## src/rtl/frame_crop_pkg.sv

```systemverilog
package frame_crop_pkg;

  typedef enum logic [1:0] {
    ENG_HALT,
    ENG_ARMED,
    ENG_RUN
  } eng_state_e;

  typedef enum logic [2:0] {
    SL_CTRL,
    SL_STAT,
    SL_LEFT,
    SL_RIGHT,
    SL_TOP,
    SL_BOT,
    SL_NONE
  } slot_e;

  // Map a word address onto a register slot; alt shifts the region block up by one.
  function automatic slot_e decode_slot(input int unsigned a, input bit alt);
    int unsigned base;
    base = alt ? 3 : 2;
    if (a == 0)             return SL_CTRL;
    else if (a == 1)        return SL_STAT;
    else if (a == base)     return SL_LEFT;
    else if (a == base + 1) return SL_RIGHT;
    else if (a == base + 2) return SL_TOP;
    else if (a == base + 3) return SL_BOT;
    else                    return SL_NONE;
  endfunction

endpackage

```

## src/rtl/crop_csr.sv

```systemverilog
module crop_csr
  import frame_crop_pkg::*;
#(
  parameter int unsigned BUS_W   = 32,
  parameter int unsigned ADDR_W  = 3,
  parameter int unsigned DIM_W   = 12,
  parameter bit          ALT_MAP = 1'b0
) (
  input  logic                 clk,
  input  logic                 rst,
  input  logic                 write,
  input  logic                 read,
  input  logic [ADDR_W-1:0]    address,
  input  logic [BUS_W-1:0]     writedata,
  input  logic [BUS_W/8-1:0]   byteenable,
  input  logic                 busy,
  output logic [BUS_W-1:0]     readdata,
  output logic                 readdatavalid,
  output logic                 waitrequest,
  output logic                 go,
  output logic [DIM_W-1:0]     reg_left,
  output logic [DIM_W-1:0]     reg_right,
  output logic [DIM_W-1:0]     reg_top,
  output logic [DIM_W-1:0]     reg_bot
);

  localparam int unsigned BE_W = BUS_W / 8;

  slot_e slot;
  logic  unused_csr;

  assign slot        = decode_slot(32'(address), ALT_MAP);
  assign waitrequest = 1'b0;
  assign unused_csr  = ^{writedata[BUS_W-1:DIM_W], byteenable};

  // Byte-lane merge of one region register.
  function automatic logic [DIM_W-1:0] lane_merge(
    input logic [DIM_W-1:0] old_v,
    input logic [BUS_W-1:0] wd,
    input logic [BE_W-1:0]  be
  );
    logic [DIM_W-1:0] r;
    r = old_v;
    for (int i = 0; i < DIM_W; i++) begin
      if (be[i/8]) r[i] = wd[i];
    end
    return r;
  endfunction

  always_ff @(posedge clk) begin
    if (rst) begin
      go            <= 1'b0;
      reg_left      <= '0;
      reg_right     <= '0;
      reg_top       <= '0;
      reg_bot       <= '0;
      readdata      <= '0;
      readdatavalid <= 1'b0;
    end else begin
      readdatavalid <= read;
      if (read && slot == SL_STAT) readdata <= {{(BUS_W-1){1'b0}}, busy};
      else                         readdata <= '0;
      if (write) begin
        unique case (slot)
          SL_CTRL:  if (byteenable[0]) go <= writedata[0];
          SL_LEFT:  reg_left  <= lane_merge(reg_left,  writedata, byteenable);
          SL_RIGHT: reg_right <= lane_merge(reg_right, writedata, byteenable);
          SL_TOP:   reg_top   <= lane_merge(reg_top,   writedata, byteenable);
          SL_BOT:   reg_bot   <= lane_merge(reg_bot,   writedata, byteenable);
          default: ;
        endcase
      end
    end
  end

endmodule

```

## src/rtl/crop_axis.sv

```systemverilog
module crop_axis #(
  parameter int unsigned DIM_W     = 12,
  parameter bit          RECT_MODE = 1'b0
) (
  input  logic [DIM_W-1:0] start_v,
  input  logic [DIM_W-1:0] far_v,
  input  logic [DIM_W-1:0] extent,
  output logic [DIM_W:0]   lim_lo,
  output logic [DIM_W:0]   lim_hi
);

  localparam int unsigned EW = DIM_W + 1;

  logic [EW-1:0] s_e, f_e, x_e;

  assign s_e    = EW'(start_v);
  assign f_e    = EW'(far_v);
  assign x_e    = EW'(extent);
  assign lim_lo = s_e;

  generate
    if (RECT_MODE) begin : g_rect
      logic [EW-1:0] sum;
      assign sum    = s_e + f_e;
      assign lim_hi = (sum > x_e) ? x_e : sum;
    end else begin : g_window
      assign lim_hi = (f_e > x_e) ? '0 : (x_e - f_e);
    end
  endgenerate

endmodule

```

## src/rtl/crop_engine.sv

```systemverilog
module crop_engine
  import frame_crop_pkg::*;
#(
  parameter int unsigned DATA_W = 24,
  parameter int unsigned DIM_W  = 12
) (
  input  logic              clk,
  input  logic              rst,
  input  logic              go,
  input  logic [DIM_W:0]    lv_left,
  input  logic [DIM_W:0]    lv_right,
  input  logic [DIM_W:0]    lv_top,
  input  logic [DIM_W:0]    lv_bot,
  input  logic              in_valid,
  output logic              in_ready,
  input  logic [DATA_W-1:0] in_data,
  input  logic              in_sof,
  input  logic              in_eol,
  input  logic              in_eof,
  output logic              out_valid,
  input  logic              out_ready,
  output logic [DATA_W-1:0] out_data,
  output logic              out_sof,
  output logic              out_eol,
  output logic              out_eof,
  output logic              busy
);

  localparam int unsigned EW = DIM_W + 1;

  eng_state_e        state;
  logic [DIM_W-1:0]  xq, yq, px, py;
  logic [EW-1:0]     sh_left, sh_right, sh_top, sh_bot;
  logic [EW-1:0]     u_left, u_right, u_top, u_bot;
  logic [EW-1:0]     pxe, pye;
  logic              slot_free, fire, take, keep, last_col, last_row;

  always_comb begin
    u_left    = (state == ENG_RUN) ? sh_left  : lv_left;
    u_right   = (state == ENG_RUN) ? sh_right : lv_right;
    u_top     = (state == ENG_RUN) ? sh_top   : lv_top;
    u_bot     = (state == ENG_RUN) ? sh_bot   : lv_bot;
    px        = (state == ENG_RUN) ? xq : '0;
    py        = (state == ENG_RUN) ? yq : '0;
    pxe       = EW'(px);
    pye       = EW'(py);
    slot_free = !out_valid || out_ready;
    in_ready  = (state != ENG_HALT) && slot_free;
    fire      = in_valid && in_ready;
    take      = fire && ((state == ENG_RUN) || in_sof);
    keep      = take && (pxe >= u_left) && (pxe < u_right)
                     && (pye >= u_top) && (pye < u_bot);
    last_col  = (pxe == u_right - EW'(1));
    last_row  = (pye == u_bot - EW'(1));
  end

  assign busy = (state == ENG_RUN);

  always_ff @(posedge clk) begin
    if (rst) begin
      state     <= ENG_HALT;
      xq        <= '0;
      yq        <= '0;
      sh_left   <= '0;
      sh_right  <= '0;
      sh_top    <= '0;
      sh_bot    <= '0;
      out_valid <= 1'b0;
      out_data  <= '0;
      out_sof   <= 1'b0;
      out_eol   <= 1'b0;
      out_eof   <= 1'b0;
    end else begin
      if (slot_free) begin
        out_valid <= keep;
        out_data  <= in_data;
        out_sof   <= (pxe == u_left) && (pye == u_top);
        out_eol   <= last_col;
        out_eof   <= last_col && last_row;
      end
      if (take) begin
        xq <= in_eol ? '0 : px + DIM_W'(1);
        yq <= in_eol ? py + DIM_W'(1) : py;
      end
      unique case (state)
        ENG_HALT: begin
          if (go) state <= ENG_ARMED;
        end
        ENG_ARMED: begin
          if (take) begin
            sh_left  <= lv_left;
            sh_right <= lv_right;
            sh_top   <= lv_top;
            sh_bot   <= lv_bot;
            if (in_eof) state <= go ? ENG_ARMED : ENG_HALT;
            else        state <= ENG_RUN;
          end
        end
        ENG_RUN: begin
          if (take && in_eof) state <= go ? ENG_ARMED : ENG_HALT;
        end
        default: state <= ENG_HALT;
      endcase
    end
  end

endmodule

```

## src/rtl/frame_crop.sv

```systemverilog
module frame_crop
  import frame_crop_pkg::*;
#(
  parameter int unsigned DATA_W    = 24,
  parameter int unsigned DIM_W     = 12,
  parameter int unsigned BUS_W     = 32,
  parameter int unsigned ADDR_W    = 3,
  parameter bit          RECT_MODE = 1'b0,
  parameter bit          ALT_MAP   = 1'b0
) (
  input  logic                 clk,
  input  logic                 rst,
  input  logic                 csr_write,
  input  logic                 csr_read,
  input  logic [ADDR_W-1:0]    csr_addr,
  input  logic [BUS_W-1:0]     csr_wdata,
  input  logic [BUS_W/8-1:0]   csr_be,
  output logic [BUS_W-1:0]     csr_rdata,
  output logic                 csr_rvalid,
  output logic                 csr_wait,
  input  logic [DIM_W-1:0]     img_w,
  input  logic [DIM_W-1:0]     img_h,
  input  logic                 in_valid,
  output logic                 in_ready,
  input  logic [DATA_W-1:0]    in_data,
  input  logic                 in_sof,
  input  logic                 in_eol,
  input  logic                 in_eof,
  output logic                 out_valid,
  input  logic                 out_ready,
  output logic [DATA_W-1:0]    out_data,
  output logic                 out_sof,
  output logic                 out_eol,
  output logic                 out_eof
);

  logic              go_w, busy_w;
  logic [DIM_W-1:0]  r_left, r_right, r_top, r_bot;
  logic [DIM_W:0]    lim_l, lim_r, lim_t, lim_b;

  crop_csr #(
    .BUS_W(BUS_W), .ADDR_W(ADDR_W), .DIM_W(DIM_W), .ALT_MAP(ALT_MAP)
  ) u_csr (
    .clk(clk), .rst(rst),
    .write(csr_write), .read(csr_read), .address(csr_addr),
    .writedata(csr_wdata), .byteenable(csr_be), .busy(busy_w),
    .readdata(csr_rdata), .readdatavalid(csr_rvalid), .waitrequest(csr_wait),
    .go(go_w), .reg_left(r_left), .reg_right(r_right),
    .reg_top(r_top), .reg_bot(r_bot)
  );

  crop_axis #(.DIM_W(DIM_W), .RECT_MODE(RECT_MODE)) u_cols (
    .start_v(r_left), .far_v(r_right), .extent(img_w),
    .lim_lo(lim_l), .lim_hi(lim_r)
  );

  crop_axis #(.DIM_W(DIM_W), .RECT_MODE(RECT_MODE)) u_rows (
    .start_v(r_top), .far_v(r_bot), .extent(img_h),
    .lim_lo(lim_t), .lim_hi(lim_b)
  );

  crop_engine #(.DATA_W(DATA_W), .DIM_W(DIM_W)) u_eng (
    .clk(clk), .rst(rst), .go(go_w),
    .lv_left(lim_l), .lv_right(lim_r), .lv_top(lim_t), .lv_bot(lim_b),
    .in_valid(in_valid), .in_ready(in_ready), .in_data(in_data),
    .in_sof(in_sof), .in_eol(in_eol), .in_eof(in_eof),
    .out_valid(out_valid), .out_ready(out_ready), .out_data(out_data),
    .out_sof(out_sof), .out_eol(out_eol), .out_eof(out_eof),
    .busy(busy_w)
  );

endmodule

```

## config.mk

```make
export PLATFORM = sky130hd
export DESIGN_NAME = frame_crop
export DESIGN_NICKNAME = d
export VERILOG_FILES = /design/src/rtl/frame_crop_pkg.sv /design/src/rtl/crop_csr.sv /design/src/rtl/crop_axis.sv /design/src/rtl/crop_engine.sv /design/src/rtl/frame_crop.sv
export SDC_FILE = /design/constraint.sdc
export NUM_CORES = 1
export LEC_CHECK = 0
export ABC_AREA = 1
export BUFFER_PORTS_ARGS = -buffer_cell sky130_fd_sc_hd__buf_2
export CELL_PAD_IN_SITES_DETAIL_PLACEMENT = 1
export CELL_PAD_IN_SITES_GLOBAL_PLACEMENT = 1
export CORE_AREA = 2 2 164 166
export CTS_CLUSTER_SIZE = 10
export DETAILED_ROUTE_END_ITERATION = 8
export DIE_AREA = 0 0 166 168
export MAX_ROUTING_LAYER = met4
export PLACE_DENSITY_LB_ADDON = 0.1
export SKIP_LAST_GASP = 1
export SYNTH_ARGS = -nofsm -noshare
export SYNTH_HDL_FRONTEND = slang
export SYNTH_SLANG_ARGS = --single-unit
```

## constraint.sdc

```tcl
create_clock -name clk -period 3.6 [get_ports clk]
set_clock_uncertainty 0.1 [all_clocks]
set_input_delay 0.54 -clock clk [delete_from_list [all_inputs] [get_ports clk]]
set_output_delay 0.54 -clock clk [all_outputs]
set_load 0.02 [all_outputs]
```

Word-level counts from Yosys, hierarchy flattened
Index checks and enable logic that the tools add are counted.
{"block": "totals", "reg_bits": 186, "in_bits": 96, "out_inout_bits": 63}
{"block": "classes", "n_eq_ne": 19, "n_lt_le_gt_ge": 6, "reduce_logical": 30, "bitwise": 1, "muxes": 22, "add_sub_neg": 6}
{"operator": "$mux 12", "n": 6}
{"operator": "$eq 12x13->1", "n": 4}
{"operator": "$mux 13", "n": 4}
{"operator": "$reduce_and 3->1", "n": 10}
{"operator": "$ge 12x13->1", "n": 2}
{"operator": "$lt 12x13->1", "n": 2}
{"operator": "$sub 12x12->13", "n": 2}
{"operator": "$sub 13x1->13 const B", "n": 2}
{"operator": "$add 12x1->12 const B", "n": 2}
{"operator": "$gt 12x12->1", "n": 2}
{"operator": "$mux 3", "n": 5}
{"operator": "$eq 3x2->1 const B", "n": 4}
{"operator": "$eq 3x3->1 const B", "n": 4}
{"operator": "$logic_and 1x1->1", "n": 11}
{"operator": "$mux 2", "n": 5}
{"operator": "$eq 3x1->1 const B", "n": 2}
{"operator": "$logic_not 3->1", "n": 2}
{"operator": "$pmux 2 s3", "n": 1}
{"operator": "$ne 2x1->1 const B", "n": 2}
{"operator": "$eq 2x1->1 const B", "n": 1}
{"operator": "$eq 2x2->1 const B", "n": 1}
{"operator": "$logic_not 2->1", "n": 1}
{"operator": "$logic_or 1x1->1", "n": 2}
{"operator": "$ne 2x2->1 const B", "n": 1}
{"operator": "6 further kinds", "n": 6}

Logic depth before layout (Yosys ltp)
Gate-level depths: netlist (run 1).
{"block": "logic_depth", "word_depth": 11, "ltp_mapped": 25, "ltp_nobuf": 24}

Modules after synthesis
From an unflattened synthesis (run 1), not the netlist that was laid out.
{"block": "hier_totals", "cells_unflattened": 1798, "area_unflattened_um2": 11383.4}
{"module": "crop_engine", "seq_area_each_um2": 2122.0, "area_per_inst_um2": 7134.3, "n_inst": 1, "cells_each": 1099}
{"module": "crop_csr", "seq_area_each_um2": 1021.0, "area_per_inst_um2": 2334.7, "n_inst": 1, "cells_each": 337}
{"module": "crop_axis (u_cols)", "seq_area_each_um2": 0.0, "area_per_inst_um2": 960.9, "n_inst": 1, "cells_each": 181}
{"module": "crop_axis (u_rows)", "seq_area_each_um2": 0.0, "area_per_inst_um2": 953.4, "n_inst": 1, "cells_each": 181}

Least setup slack after synthesis (run 1)
Ideal clock, no wire load.
{"block": "synth_path", "path_type": "input-to-reg", "from": "in img_w[8]", "to": "reg u_eng.out_eof", "n_path_buf": 1, "path_stages": 23, "arrival_ns": 3.130, "slack_ns": 0.302, "setup_time_ns": 0.067, "cell_sequence": "ha_1 -> nand2_1 -> nor2_1 -> and2_1 -> nand2_2 -> nand2_4 -> buf_6 -> nand2_2 -> nand2_1 -> nand2_2 -> ha_1 -> inv_1 -> nor2_1 -> or3_1 -> a21oi_1 -> nand3_1 -> a21oi_1 -> nand2_1 -> nor2_1 -> nand2_1 -> nor2_2 -> nand2_1 -> a21oi_2"}
{"block": "synth_between", "elab_chain_cells": 6}
{"item": "from (decl)", "line_no": "frame_crop.sv:21", "source": "input logic [DIM_W-1:0] img_w,"}
{"item": "$sub 12x12->13 or $gt 12x12->1 (tied branches)", "line_no": "crop_axis.sv:27", "source": "assign lim_hi = (f_e > x_e) ? '0 : (x_e - f_e);"}
{"item": "$mux 13 *", "line_no": "crop_axis.sv:27"}
{"item": "$mux 13 *", "line_no": "crop_engine.sv:40", "source": "u_right = (state == ENG_RUN) ? sh_right : lv_right;"}
{"item": "$sub 13x1->13 *", "line_no": "crop_engine.sv:53", "source": "last_col = (pxe == u_right - EW'(1));"}
{"item": "$eq 12x13->1 *", "line_no": "crop_engine.sv:53"}
{"item": "$logic_and 1x1->1 *", "line_no": "crop_engine.sv:79", "source": "out_eof <= last_col && last_row;"}
{"item": "to (signal assigned)", "line_no": "crop_engine.sv:79"}
{"item": "to (decl)", "line_no": "crop_engine.sv:25", "source": "output logic out_eof,"}
Mark *: on every way between the ends. The rest lies on a longest branch, timed or not.
A chain may end at the register's enable or synchronous reset.

Worst setup path after layout (run 1)
{"block": "layout_path", "from": "reg u_csr.reg_bot[8]", "to": "reg u_eng.out_valid"}
{"block": "layout_between", "elab_chain_cells": 5}
{"item": "from (decl)", "line_no": "crop_csr.sv:24", "source": "output logic [DIM_W-1:0] reg_bot"}
{"item": "from (signal assigned)", "line_no": "crop_csr.sv:69", "source": "SL_BOT: reg_bot <= lane_merge(reg_bot, writedata, byteenable);"}
{"item": "$sub 12x12->13 or $gt 12x12->1 (tied branches)", "line_no": "crop_axis.sv:27"}
{"item": "$mux 13 *", "line_no": "crop_axis.sv:27"}
{"item": "$mux 13 *", "line_no": "crop_engine.sv:42", "source": "u_bot = (state == ENG_RUN) ? sh_bot : lv_bot;"}
{"item": "$lt 12x13->1 *", "line_no": "crop_engine.sv:52", "source": "&& (pye >= u_top) && (pye < u_bot);"}
{"item": "$logic_and 1x1->1 *", "line_no": "crop_engine.sv:52"}
{"item": "to (signal assigned)", "line_no": "crop_engine.sv:75", "source": "out_valid <= keep;"}
{"item": "to (decl)", "line_no": "crop_engine.sv:20", "source": "output logic out_valid,"}
Marked as above.

==> results of run 1 <==
-- synth_stat cells, drive strengths merged, types with 4 or more instances --
| library cell | n |
|---|---|
| ha | 76 |
| or2 | 18 |
| nor2 | 211 |
| nand2 | 367 |
| mux2i | 10 |
| nor4 | 7 |
| nor3 | 10 |
| clkinv | 4 |
| o211ai | 5 |
| dfxtp | 155 |
| xor2 | 7 |
| nand4 | 23 |
| xnor2 | 5 |
| a21oi | 139 |
| o21ai | 168 |
| clkbuf | 37 |
| inv | 198 |
| nand3b | 13 |
| nand3 | 93 |
| buf | 49 |
-- path summary, 6_finish.rpt --
| kind | start | end | cells past startpoint |
|---|---|---|---|
| min reg2reg | u_csr.reg_bot[9] | u_csr.reg_bot[9] | 2 |
| min | csr_read | u_csr.readdatavalid | 3 |
| max reg2reg | u_csr.reg_bot[8] | u_eng.out_valid | 23 |
| max | u_csr.reg_bot[8] | u_eng.out_valid | 23 |
-- worst min-delay path, stage by stage --
cell	delay, ns
buf_2	0.08
nand2_1	0.06
inv_1	0.05
-- cells by family after synthesis --
logic type               count (synthesis)  share of synthesized area [%]
AO/OA/AOI/OAI                          326                          16.36
XOR/XNOR                                12                         0.9989
adder cells (fa/ha/maj)                 78                          9.418
buffers and inverters                  288                          11.86
flip-flops                             155                          29.49
multiplexers                            10                         0.9514
other                                    1                        0.03564
AND/OR/NAND/NOR                        747                          30.88
-- power by group through the flow --
stage / clock [mW] / combinational (mW) / sequential, mW
6_report: 1.98 / 1.02 / 1.76
5_1_grt: 2.09 / 1.15 / 1.76
4_1_cts: 2.02 / 1.01 / 1.76
3_5_place_dp: 0 / 0.999 / 1.80
3_3_place_gp: 0 / 0.968 / 1.80
2_1_floorplan: 0 / 0.633 / 1.82
-- through the flow --
stage	std cells	setup slack, ns	hold WS (ns)
after floorplan	1648	0.3024	0.3331
after CTS	2133	0.03117	0.2225
after detailed placement	2102	-0.2144	0.3510
after global placement	2102	-0.1035	0.3441
final	2136	0.1820	0.2174
after global routing	2136	-0.02228	0.2434
-- area by class of cell --
class | count | area [um^2]
well taps | 341 | 426.7
multi-input cells | 1205 | 6382
inverters | 202 | 759.5
flip-flops and latches | 155 | 3104
clock inverters | 14 | 201.4
fillers | 3561 | 13740
clock buffers | 17 | 425.4
repair buffers | 202 | 1310
-- routing by layer --
layer | global-route usage, % | vias to the layer above | wire [um]
met1 | 28.77 | 5239 | 14940
met5 | - | - | 0
li1 | - | 5526 | -
met3 | 3.103 | 46 | 938
met4 | 7.713 | 0 | 660
met2 | 46.67 | 151 | 17640
-- what timing repair did --
action,in CTS,in global routing
resized for setup,0,22
buffers inserted,0,3
endpoints found under the setup margin,0,3
==> flow_metrics.py, run 1 <==
metrics = {
    "run_status": {
        "status": "finished, final reports clean",
    },
    "setup_path": {
        "critPathKind": "reg2reg",
        "crit_arrival_ns": 3.68,
        "path_cells": "inv_1, ha_1, nand2_2, inv_1, nand2_1, nand2_1, a21oi_1, nand2_2, nand2_1, nand2_1, nand2_1, ha_1, a21oi_2, o221ai_2, nand3_1, nand2_1, a21oi_1, nor2_1, nor2_1, o21ai_0, a21oi_1, o21ai_1, a21oi_1",
        "crit_fanout": 8,
        "cp_top_family": "compound AO/OA/AOI/OAI gates",
        "worstPathRequired_ns": 3.87,
        "worst_path_max_delay_cell": "ha_1",
        "r2r_slack_ns": 0.18,
        "crit_top_cell": "nand2_1",
        "cpPeakStageDelay_ns": 0.33,
        "critPathLaunchType": "flop",
        "crit_buf_inv": 2,
        "critPathCaptureType": "flop",
    },
    "global_routing": {
        "grt_pass1_vias": 11120,
        "track_usage_pct": 25.37,
        "grt_pass1_wl_mm": 54.90,
        "gr-total-overflow": 0,
        "grt_max_degree": 70,
        "grt_antenna_before_repair": 0,
    },
    "flow_run": {
        "maxCapViolations": 0,
    },
    "timing": {
        "drv_slew": 0,
        "hold_viol": 0,
        "clock.fmax_ghz": 0.2926,
        "post-route-min-period_ns": 3.418,
        "final.setup.tns_ns": 0,
        "tightest_slew_ns": 0.8445,
        "finalSetupViolCount": 0,
        "maxSlewHeadroom_pct": 43.35,
        "post-route-period-util_pct": 94.95,
    },
    "pwr": {
        "vdd_drop_max_mv": 0.2385,
        "power_mw": 4.759,
        "power_density_nw_per_um2": 377.4,
        "power.internal_mw": 3.251,
        "p_seq_share_pct": 37.0,
        "p_leak_nw": 6.119,
        "swShare_pct": 31.69,
        "p_switching_mw": 1.508,
        "power_frac_comb_pct": 21.4,
        "power.share.clock_pct": 41.6,
    },
    "cells_and_area": {
        "largest_reg_flops": 24,
        "design_area_um2": 12610,
        "regMostFlops": "u_eng.out_data",
        "mostFrequentLayoutCells": "nand2_1, nor2_1, inv_1, o21ai_0, dfxtp_1",
        "final_core_util_pct": 47.85,
        "layout.nets": 1957,
        "num_antenna_cells": 0,
        "final_common_cell": "nand2_1",
        "reg_top3": "u_eng.out_data: 24 flops, u_eng.sh_bot: 13 flops, u_eng.sh_right: 13 flops",
        "synthToLayoutAreaGrowth_pct": 19.85,
        "final_layout_size_suffix_gt1_share_pct": 17.05,
    },
    "synthesis": {
        "netlist.area_leader.share_pct": 29.49,
        "synth.area.top_cells": "dfxtp_1, nand2_1, ha_1, o21ai_0, nor2_1",
        "ys_seq_area_share_pct": 29.49,
        "syn-instance-count": 1617,
        "ys.warnings.count": 0,
        "synth_seq_cells": 155,
        "postSynth.asyncResetShare_pct": 0,
        "ys_types": 52,
        "syn_area_um2": 10520,
        "synth_edf_count": 0,
        "synth_ff_type": "dfxtp_1",
        "yosysTopAreaCell": "dfxtp_1",
        "avgSynthCellArea_um2": 6.507,
    },
    "drt": {
        "first_iter_violations": 452,
        "vias": 10960,
        "wl_per_cell_um": 16.00,
        "routed_wl_mm": 34.18,
        "avgViaCountPerCell": 5.132,
        "ant_nets": 0,
        "dr.pass1.iters": 5,
        "drc": 0,
    },
    "cts": {
        "clockRootBuffer": "clkbuf_16",
        "cts_made_buffers": 17,
        "cts_hold_buffers": 0,
        "clock-sinks": 155,
        "cts_tree": "yes",
        "insertion_delay_ns": 0.44,
        "clockBufferDepth": 2,
        "cts.clk_slew.worst_paths_ns": 0.07,
        "h-tree-depth": 4,
    },
    "floorplanning": {
        "boundaryPins": 159,
        "die_w_um": 166,
        "die-area_um2": 27890,
        "placementRows": 60,
        "core_area_um2": 26350,
        "start_util_pct": 39.93,
        "die_y_um": 168,
    },
    "placed_design": {
        "hpwl_mm": 26.02,
        "portBuffers": 104,
        "gp_congestion": 0.8582,
        "dpl_cell_area_um2": 11860,
    },
    "hold_path": {
        "min_path_type": "in2reg",
    },
}
Note: power is estimated with default switching activity, not from simulation.
==> inputs of run 2 (changes only) <==
--- a/config.mk
+++ b/config.mk
@@ -6,6 +6,7 @@
 export NUM_CORES = 1
 export LEC_CHECK = 0
 export ABC_AREA = 1
+export ABC_CLOCK_PERIOD_IN_PS = 3600
 export BUFFER_PORTS_ARGS = -buffer_cell sky130_fd_sc_hd__buf_2
 export CELL_PAD_IN_SITES_DETAIL_PLACEMENT = 1
 export CELL_PAD_IN_SITES_GLOBAL_PLACEMENT = 1
@@ -13,6 +14,7 @@
 export CTS_CLUSTER_SIZE = 10
 export DETAILED_ROUTE_END_ITERATION = 8
 export DIE_AREA = 0 0 166 168
+export GPL_TIMING_DRIVEN = 0
 export MAX_ROUTING_LAYER = met4
 export PLACE_DENSITY_LB_ADDON = 0.1
 export SKIP_LAST_GASP = 1
==> run 2 against run 1 <==
  * Sequential share of layout area shrank 0.49 points
  * Via count grew 2.0%
  * Global-route usage grew 2.5 points
  * Highest routed layer unchanged
  * Total power shrank 0.42%
  * Sequential power is essentially flat
  * Register-to-register slack lost 0.03 ns
==> flow_metrics.py, run 2 (same netlist as run 1, synthesis figures left out) <==
metrics = {
    "setup_path": {
        "worstPathRequired_ns": 3.87,
        "rr_startpoint": "u_csr.reg_right[6]",
        "crit_fanout": 5,
        "r2r.worst_path.cells": 25,
        "critPathKind": "reg2reg",
        "r2r_slack_ns": 0.15,
        "critPathLaunchType": "flop",
        "critPathCaptureType": "flop",
        "rr_endpoint": "u_eng.out_valid",
        "crit_arrival_ns": 3.72,
    },
    "cells_and_area": {
        "synthToLayoutAreaGrowth_pct": 22.39,
        "regMostFlops": "u_eng.out_data",
        "final_common_cell": "nand2_1",
        "largest_reg_flops": 24,
        "final_layout_size_suffix_gt1_share_pct": 18.97,
        "layout.nets": 1964,
        "final_cell_count_no_fill": 2144,
        "num_antenna_cells": 0,
        "mostFrequentLayoutCells": "nand2_1, nor2_1, inv_1, o21ai_0, dfxtp_1",
        "design_area_um2": 12880,
        "reg_top3": "u_eng.out_data: 24 flops, u_eng.sh_bot: 13 flops, u_eng.sh_right: 13 flops",
    },
    "timing": {
        "finalSetupViolCount": 0,
        "maxSlewHeadroom_pct": 37.85,
        "post-route-period-util_pct": 95.88,
        "drv_slew": 0,
        "hold_viol": 0,
        "post-route-min-period_ns": 3.452,
        "clock.fmax_ghz": 0.2897,
        "tightest_slew_ns": 0.9225,
    },
    "hold_path": {
        "min_to": "u_csr.readdatavalid",
        "min_path_cells": 3,
        "min_from": "csr_read",
        "min_path_type": "in2reg",
    },
    "drt": {
        "vias": 11190,
        "routed_wl_mm": 38.39,
        "dr.pass1.iters": 5,
        "avgViaCountPerCell": 5.217,
        "ant_nets": 0,
        "first_iter_violations": 500,
        "drc": 0,
        "wl_per_cell_um": 17.91,
    },
    "floorplanning": {
        "core_area_um2": 26350,
        "die_w_um": 166,
        "start_util_pct": 39.93,
        "placementRows": 60,
        "die_y_um": 168,
        "boundaryPins": 159,
        "die-area_um2": 27890,
    },
    "cts": {
        "clockBufferDepth": 2,
        "h-tree-depth": 4,
        "cts_made_buffers": 17,
        "clockRootBuffer": "clkbuf_16",
        "cts_tree": "yes",
        "clock-sinks": 155,
        "cts.clk_slew.worst_paths_ns": 0.08,
        "cts_hold_buffers": 0,
        "insertion_delay_ns": 0.44,
    },
    "placed_design": {
        "gp_congestion": 0.9010,
        "portBuffers": 104,
        "hpwl_mm": 29.28,
        "post-place-cells": 2093,
        "dpl_cell_area_um2": 11580,
    },
    "pwr": {
        "p_leak_nw": 6.054,
        "power_density_nw_per_um2": 368.0,
        "vdd_drop_max_mv": 0.2267,
    },
    "global_routing": {
        "grt_pass1_wl_mm": 60.01,
        "grt_pass1_vias": 11280,
        "track_usage_pct": 27.83,
        "grt_antenna_before_repair": 0,
        "grt_max_degree": 20,
        "gr-total-overflow": 0,
    },
    "flow_run": {
        "maxCapViolations": 0,
    },
    "run_status": {
        "status": "finished, final reports clean",
    },
}
run 2: cell types whose count changed in the layout (fill, tap and decap cells not counted), moves of 7 or more:
cell	previous run	this run
ha_4	4	26
buf_4	93	58
buf_2	104	111
clkbuf_1	0	36
nand2_2	16	27
ha_1	71	49
inv_2	10	17
nand2_1	349	337
run 2: how the worst max path moves through the flow:
stage | start | endpoint | slack, ns | cells past startpoint
floorplan | img_w[8] | u_eng.out_eof | 0.30 | 23
finish | u_csr.reg_right[6] | u_eng.out_valid | 0.15 | 25
global route | u_csr.reg_bot[4] | u_eng.out_valid | -0.09 | 24
detailed placement | u_eng.state[0] | u_eng.out_valid | -0.96 | 16
global placement | u_eng.state[0] | u_eng.out_valid | -0.91 | 16
CTS | u_csr.reg_bot[3] | u_eng.out_valid | -0.0009 | 24
run 2: repair_timing:
item,in CTS,in global routing
resized for setup,34,76
gates cloned,0,1
setup buffers,3,18
endpoints found under the setup margin,4,3
pin swaps,4,24
run 2: worst max-delay path: stages (launching register included):
cell      delay, ns
dfxtp_1        0.33
inv_2          0.05
ha_4           0.24
nand2_1        0.07
nand2_1        0.10
nand2_1        0.10
nand2_2        0.07
a21oi_2        0.18
nand2_4        0.09
buf_8          0.13
buf_4          0.15
nand3_2        0.09
nand2_2        0.09
nand2_2        0.12
ha_4           0.22
nand2_1        0.06
nor2_1         0.05
a211oi_2       0.17
o21ai_1        0.11
nand3_1        0.08
nand2_1        0.07
a21oi_2        0.13
nor2_1         0.07
nor3_2         0.26
o21ai_2        0.10
a21oi_2        0.13
run 2: stage by stage:
step	hold WS (ns)	setup TNS (ns)	utilization, %	power [mW]	setup slack [ns]
final	0.2036	0	48.87	4.739	0.1481
after floorplan	0.3331	0	-	2.453	0.3024
after global routing	0.2372	-0.1288	48.87	4.961	-0.09028
after global placement	0.3434	-2.140	43.96	2.708	-0.9130
after detailed placement	0.3504	-2.496	43.96	2.734	-0.9639
after CTS	0.1975	-0.0009326	46.95	4.664	-0.0009326
run 2: final cells by class:
type / count / area (um^2)
Clock inverter: 15 / 187.7
Timing Repair Buffer: 126 / 683.2
Inverter: 202 / 758.2
Clock buffer: 17 / 425.4
Buffer: 83 / 491.7
Fill cell: 3522 / 13470
Sequential cell: 155 / 3107
Multi-Input combinational cell: 1205 / 6798
Tap cell: 341 / 426.7
run 2: where the power goes:
part | internal [mW] | total [mW] | switching [mW]
Sequential | 1.74 | 1.76 | 0.0139
Combinational | 0.390 | 1.07 | 0.680
Clock | 0.954 | 1.91 | 0.956
run 2: metal layers:
layer	up-vias	global-route usage, %	share of wire (%)	routed length (um)
met2	186	47.45	49	18790
met4	0	7.940	2.2	829
met3	42	3.103	2.8	1090
li1	5560	-	-	-
met5	-	-	0	0
met1	5397	34.98	46	17690
